$ cat src/rtl/prio_irq_ctrl.sv
module prio_irq_ctrl #(
  parameter int N = 8,
  parameter int PB = 3,
  parameter int DEPTH = 8,
  parameter int AW = 6,
  localparam int IDW = (N > 1) ? $clog2(N) : 1
) (
  input  logic           clk,
  input  logic           rst_n,
  input  logic [N-1:0]   irq_in,
  input  logic           bus_we,
  input  logic [AW-1:0]  bus_addr,
  input  logic [31:0]    bus_wdata,
  output logic [31:0]    bus_rdata,
  input  logic           cpu_ie,
  input  logic           ack,
  input  logic           eoi,
  output logic           irq_out,
  output logic [IDW-1:0] irq_id
);
  localparam int PW  = (N + 3) / 4;
  localparam int SPW = $clog2(DEPTH + 1);
  localparam int SI  = (DEPTH > 1) ? $clog2(DEPTH) : 1;
  localparam int PRI_BASE = 8;

  logic [N-1:0]   en, pend;
  logic [PB-1:0]  prio [N];
  logic [2:0]     grp;
  logic [7:0]     mask;
  logic [PB-1:0]  stk [DEPTH];
  logic [SPW-1:0] sp;

  logic           found;
  logic [IDW-1:0] win;
  logic [PB-1:0]  wprio, pmask, act;
  logic [SI-1:0]  top_i;

  wire wr_sen  = bus_we && bus_addr == AW'(0);
  wire wr_cen  = bus_we && bus_addr == AW'(1);
  wire wr_spd  = bus_we && bus_addr == AW'(2);
  wire wr_cpd  = bus_we && bus_addr == AW'(3);
  wire wr_grp  = bus_we && bus_addr == AW'(4);
  wire wr_mask = bus_we && bus_addr == AW'(5);
  wire [N-1:0] wbits = bus_wdata[N-1:0];

  always_comb begin
    found = 1'b0;
    win   = '0;
    wprio = '1;
    for (int i = 0; i < N; i++) begin
      if (pend[i] && en[i] &&
          (mask == 8'd0 || {prio[i], {(8-PB){1'b0}}} < mask) &&
          (!found || prio[i] < wprio)) begin
        found = 1'b1;
        win   = IDW'(i);
        wprio = prio[i];
      end
    end
  end

  assign pmask = ~({PB{1'b1}} >> ((grp > 3'(PB)) ? PB : int'(grp)));
  assign top_i = SI'(sp - 1'b1);
  assign act   = stk[top_i];

  assign irq_out = cpu_ie && found && sp != SPW'(DEPTH) &&
                   (sp == '0 || (wprio & pmask) < act);
  assign irq_id  = win;

  wire take = ack && irq_out;
  wire [N-1:0] take_bit = take ? (N'(1) << win) : '0;

  always_ff @(posedge clk) begin
    if (!rst_n) begin
      en   <= '0;
      pend <= '0;
      grp  <= '0;
      mask <= '0;
      sp   <= '0;
      for (int i = 0; i < N; i++) prio[i] <= '0;
      for (int d = 0; d < DEPTH; d++) stk[d] <= '0;
    end else begin
      en   <= (en | (wr_sen ? wbits : '0)) & ~(wr_cen ? wbits : '0);
      pend <= ((pend & ~take_bit) | irq_in | (wr_spd ? wbits : '0)) &
              ~(wr_cpd ? wbits : '0);
      if (wr_grp)  grp  <= bus_wdata[2:0];
      if (wr_mask) mask <= bus_wdata[7:0];
      for (int i = 0; i < N; i++)
        if (bus_we && bus_addr == AW'(PRI_BASE + i / 4))
          prio[i] <= bus_wdata[8*(i%4)+7 -: PB];
      if (take) begin
        stk[sp[SI-1:0]] <= wprio & pmask;
        sp <= sp + 1'b1;
      end else if (eoi && sp != '0) begin
        sp <= sp - 1'b1;
      end
    end
  end

  always_comb begin
    bus_rdata = '0;
    case (bus_addr)
      AW'(0), AW'(1): bus_rdata[N-1:0] = en;
      AW'(2), AW'(3): bus_rdata[N-1:0] = pend;
      AW'(4):         bus_rdata[2:0]   = grp;
      AW'(5):         bus_rdata[7:0]   = mask;
      default: begin
        for (int i = 0; i < N; i++)
          if (bus_addr == AW'(PRI_BASE + i / 4))
            bus_rdata[8*(i%4)+7 -: PB] = prio[i];
      end
    endcase
  end
endmodule


$ cat config.mk
export PLATFORM = sky130hd
export DESIGN_NAME = prio_irq_ctrl
export DESIGN_NICKNAME = d
export VERILOG_FILES = /design/src/rtl/prio_irq_ctrl.sv
export SDC_FILE = /design/constraint.sdc
export NUM_CORES = 1
export LEC_CHECK = 0
export BUFFER_PORTS_ARGS = -buffer_cell sky130_fd_sc_hd__clkbuf_2
export CORE_AREA = 5 5 99 138
export DETAILED_ROUTE_END_ITERATION = 12
export DIE_AREA = 0 0 104 143
export MAX_ROUTING_LAYER = met4
export PLACE_DENSITY_LB_ADDON = 0.12
export SYNTH_ARGS = -nofsm -noshare
export SYNTH_HDL_FRONTEND = slang
export SYNTH_SLANG_ARGS = --single-unit
$ cat constraint.sdc
create_clock -name clk -period 17.6 [get_ports clk]
set_input_delay 2.64 -clock clk [delete_from_list [all_inputs] [get_ports clk]]
set_output_delay 2.64 -clock clk [all_outputs]
set_load 0.01 [all_outputs]
[Word level (Yosys, flattened, before mapping)]
Memory sizes are Yosys's and may differ from the RTL's.
Cells that the tools add are included.
Operators by class
  shifts and indexed selects: 2
  reductions and logical operators: 68
  order comparisons: 17
  multiplexer cells: 66
  multiply operators: 0
  div/mod/pow operators: 0
  add/sub/neg operators: 2
  eq/ne operators: 8
  bitwise gates (word level): 19
Operator list (count)
  $mux W3: 36
  $lt A8 B8 Y1: 8
  $mux W8: 5
  $logic_and A1 B1 Y1: 36
  $and A8 B8 Y8: 3
  $lt A3 B3 Y1: 8
  $not A8 Y8: 3
  $or A8 B8 Y8: 3
  $pmux W3 S4: 2
  $mux W1: 20
  $logic_or A1 B1 Y1: 16
  $eq A6 B2 Y1 const B: 2
  $eq A6 B3 Y1 const B: 2
  $eq A6 B4 Y1 const B: 2
  $logic_not A8 Y1: 1
  $mux W4: 2
  $or A1 B1 Y1: 8
  $shl A1 B3 Y8 const A: 1
  $logic_not A1 Y1: 7
  $eq A6 B1 Y1 const B: 1
  $logic_not A6 Y1: 1
  $pmux W2 S3: 1
  $reduce_or A6 Y1: 1
  $add A4 B1 Y4 const B: 1
  11 further kinds: 12
Storage, ports and cells
  word-level logic and storage cells: 189
  bits in latches: 0
  input bits: 52
  memories: 2
  output and inout bits: 36
  flip-flop bits (word level): 31
  RAM bits: 48
  bits in read-only memories: 0
Memories
  prio: words 8, bits a word 3, rd ports 8, clocked after Yosys merged registers in 0, write ports 8, RTL line 27  | logic [PB-1:0] prio [N];
  stk: words 8, bits a word 3, rd ports 1, clocked after Yosys merged registers in 0, write ports 8, RTL line 30  | logic [PB-1:0] stk [DEPTH];

[Logic depth before layout (Yosys ltp)]
An unclocked memory read counts as a cell.
  depth in word-level cells: 44
  gate-level depth with buffers: 59

[Worst setup path after synthesis]
OpenSTA, ideal clock, no wires.
  path kind: register to output
  start point: reg mask[7]
  end point: out irq_out
  cell stages (with the launch flop): 56
  path slack: 3.638 ns
  arrival: 11.322 ns
  required time: 14.960 ns
  buffers on the path: 0
  path through: dfxtp_1 inv_1 ha_1 and3_1 nand3_1 a21oi_2 nand2b_1 nor2_1 ha_1 a21oi_1 o31ai_1 o32a_1 nand2b_1 maj3_1 a21oi_1 mux2i_1 inv_1 ha_1 (+20 left out) mux2_2 inv_1 ha_1 o2111a_2 a21o_4 mux2i_1 ha_1 a21o_1 a21oi_1 o21a_1 mux2i_2 inv_1 ha_1 o2111ai_1 or3_1 a211oi_2 a211oi_2 o31a_4
On the way
  cells in the longest elaborated chain, start to end: 36
RTL lines
  from (decl): RTL line 29  | logic [7:0] mask;
  from (signal assigned): RTL line 86  | if (wr_mask) mask <= bus_wdata[7:0];
  $lt A8 B8 Y1 / $logic_not A8 Y1 (equally long branches): RTL line 52  | (mask == 8'd0 || {prio[i], {(8-PB){1'b0}}} < mask) &&
  $logic_or A1 B1 Y1: RTL line 52
  $logic_and A1 B1 Y1: RTL line 51  | if (pend[i] && en[i] &&
  $mux W3 / $mux W1 (equally long branches): RTL line 51
  $lt A3 B3 Y1 / $logic_not A1 Y1 (equally long branches): RTL line 53  | (!found || prio[i] < wprio)) begin
  $logic_or A1 B1 Y1: RTL line 53
  $logic_and A1 B1 Y1: RTL line 52
  $mux W3 / $mux W1 (equally long branches): RTL line 51
  (+20 left out)
  $lt A3 B3 Y1 / $logic_not A1 Y1 (equally long branches): RTL line 53
  $logic_or A1 B1 Y1: RTL line 53
  $logic_and A1 B1 Y1: RTL line 52
  $mux W3: RTL line 51
  $and A3 B3 Y3: RTL line 66  | (sp == '0 || (wprio & pmask) < act);
  $lt A3 B3 Y1: RTL line 66
  $logic_or A1 B1 Y1: RTL line 66
  $logic_and A1 B1 Y1 *: RTL line 65  | assign irq_out = cpu_ie && found && sp != SPW'(DEPTH) &&
  to (decl): RTL line 18  | output logic irq_out,
Every way passes the cells marked *; elsewhere a longest branch is shown, timed or not.

[Worst setup path after layout]
  start point: reg mask[0]
  end point: out irq_out
Same word-level chain as after synthesis.

==> out/qor.yml <==
r2r_cells: 54
post_dp_cell_area_um2: 6350
cts_setup_buffers: 0
cts_buffer_depth: 2
drt-total-wl_um: 17600
critPathLaunch: "mask[0]$_SDFFE_PN0P_"
crit_path_frequent_cell: "ha_1"
drt_pass1_iterations: 5
drive_above_1_share_pct: 18.4
critPathKind: "reg -> out"
antenna_found_initial: 0
vias: 5387
drt-vias-per-instance: 6.40
grt_pass1_vias: 5224
core_area_um2: 12300
cts_hold_buf: 0
std_cell_rows: 48
cp-endpoint: "irq_out"
max_freq_mhz: 60.8
clk_pin_slew_ns: 0.06
synthArstFlopShare_pct: 0
synth_top_flop_cell: "edfxtp_1"
maxCapViolCount: 0
fin_util_pct: 54.4
critical_path.max_stage_delay_ns: 0.62
status: "completed"
synth.avg_cell_area_um2: 9.43
num_antenna_cells: 0
worst_pin_slew_ns: 1.15
htreeDepth: 3
nets: 775
worstReg2RegStart: "mask[0]$_SDFFE_PN0P_"
grt_pass1_wl_um: 27600
period_minus_slack_ns: 16.46
hpwl_um: 13600
drc_errors: 0
yosysSeqAreaShare_pct: 34.3
p_leak_nw: 2.71
n_fill_cell: 1156
ant_nets: 0
grt_use_total_pct: 24.1
cts_resized: 0
reg2reg_slack_ns: 3.04
root_buffer: "clkbuf_16"
yosysWarnings: 0
ys_seq_elements: 79
synth-edff-count: 48
rr_endpoint: "stk[7][2]$_SDFFCE_PN0P_"
cts_tree: "done"
clock-skew-final_ns: 0.00651
clk_latency_ns: 0.34
max_slew_margin_pct: 23.3
die_w_um: 104
hold_violations: 0
pin_count: 88
first_iter_violations: 418
setup_viol: 0
cts.sink_count: 79
grt_max_degree: 32
min_path_type: "reg -> reg"
drv_slew: 0
cts_buffers: 9
syn_area_um2: 6010
rsz0062_at_grt: "false"
crit_fanout: 9
endpoint_kind: "primary output"
stdcell_area_um2: 6660
fin_crit_sh_pct: 93.5
power_density_nw_per_um2: 85.7
place.gp.congestion: 0.889
crit_required_ns: 14.96
die_h_um: 143
yosysUniqueCellTypes: 86
post_drt_wl_per_cell_um: 20.9
arrival_ns: 13.82
die_area_um2: 14900
port-buffer-count: 57
grt_overflow: 0
area_growth_pct: 10.8
start_kind: "register"
cp_slowest_cell: "nor3_2"
ir_drop_v: 0.0000665
tns_ns: 0
start_util_pct: 49.1
syn_inst: 638
## worst min-delay path by stage
stage / from / end / slack, ns / cells after the start
2_1_floorplan: sp[3]$_SDFFE_PN0P_ / sp[3]$_SDFFE_PN0P_ / 0.43 / 2
3_3_place_gp: sp[3]$_SDFFE_PN0P_ / sp[3]$_SDFFE_PN0P_ / 0.44 / 2
3_5_place_dp: sp[3]$_SDFFE_PN0P_ / sp[3]$_SDFFE_PN0P_ / 0.46 / 2
4_1_cts: sp[3]$_SDFFE_PN0P_ / sp[3]$_SDFFE_PN0P_ / 0.47 / 2
5_1_grt: sp[3]$_SDFFE_PN0P_ / sp[3]$_SDFFE_PN0P_ / 0.50 / 2
6_report: sp[3]$_SDFFE_PN0P_ / sp[3]$_SDFFE_PN0P_ / 0.47 / 2
## flip-flops by register name (all words and copies together), names as in the netlist
register  count
pend          8
stk          24
prio         24
sp            4
mask          8
grp           3
en            8
## critical path: cells and delay by family, from the launching register on
kind / cells / cell delay, ns
AOI/OAI and AO/OA: 23 / 5.87
adders and majority gates: 8 / 2.12
buffers and inverters: 7 / 0.49
DFF: 1 / 0.36
muxes: 6 / 2.09
and+or+nand+nor: 10 / 2.54
## per-layer routing
layer / up-vias / GRT usage [%] / wire length (µm)
met3: 40 / 3.26 / 814
met5: - / - / 0
met1: 2604 / 26.8 / 6910
met2: 196 / 42.7 / 9340
met4: 0 / 11.3 / 548
li1: 2547 / - / -
## synthesized netlist by cell type (all sizes together) (8+ instances only)
library cell	number	area share [%]
o21ai	24	2.1
clkbuf	18	1.1
nor2	41	2.8
a21o	19	2.5
a22oi	8	1.1
a22o	10	1.5
buf	18	2.4
dfxtp	31	10
ha	36	7.5
mux2i	19	3.3
inv	27	1.7
nand2	45	2.8
nand2b	16	1.8
nand3	32	2.9
edfxtp	48	24
nor3	28	2.5
a211oi	16	2.2
and2	15	1.6
a21oi	54	4.6
and3	15	1.6
## area by class of cell
cell class | instances | area (µm²) | area share (%)
clock buffers | 10 | 229 | 3.44
clock inverters | 6 | 85.1 | 1.28
inverters | 27 | 101 | 1.52
multi-input cells | 510 | 3690 | 55.4
flip-flops and latches | 79 | 2060 | 31.0
well taps | 150 | 188 | 2.82
repair buffers | 60 | 308 | 4.62
## cell families (layout without fill, tap and decap cells)
kind of cell	count (synthesis)	after routing	share of synthesized area, %
adder cells (fa/ha/maj)	39	39	7.99
AND/OR/NAND/NOR	224	224	20.2
buffers and inverters	63	103	5.24
flip-flops	79	79	34.3
XOR/XNOR	1	1	0.146
multiplexers	29	29	6.28
other	1	15	0.0624
AO/OA/AOI/OAI	202	202	25.8
## layout by cell type, fill, tap and decap left out, types with 4 or more instances in the layout
cell type and count:
a211o_1 5, a211oi_1 14, a21o_1 18, a21oi_1 52, a221oi_1 5, a22o_1 10, a22oi_1 7, a31o_2 5
a31oi_1 5, and2_1 15, and3_1 15, clkbuf_16 9, clkbuf_2 57, conb_1 15, dfxtp_1 31, edfxtp_1 48
ha_1 36, inv_1 27, mux2_2 4, mux2i_1 17, mux4_2 6, nand2_1 45, nand2b_1 15, nand3_1 29
nand4_1 6, nor2_1 40, nor2b_1 4, nor3_1 26, o211ai_1 5, o21ai_0 18, o21ai_1 4, o31ai_1 7
or2_2 4, or3_1 5
## metrics by stage
| step | instances | hold slack [ns] | power (mW) | setup WS [ns] |
|---|---|---|---|---|
| after floorplan | 652 | 0.435 | 0.338 | 3.64 |
| after global placement | 826 | 0.444 | 0.369 | 1.84 |
| after detailed placement | 826 | 0.464 | 0.374 | 1.58 |
| after CTS | 842 | 0.472 | 0.573 | 1.11 |
| after global routing | 842 | 0.497 | 0.597 | 0.106 |
| final | 842 | 0.466 | 0.571 | 1.14 |
## where the power goes
part / internal [mW] / switching [mW] / total, mW
combinational: 0.0587 / 0.0812 / 0.140
clock: 0.124 / 0.0757 / 0.199
sequential: 0.208 / 0.0240 / 0.232
total: 0.390 / 0.181 / 0.571
Power figures use the tool's default switching activity.
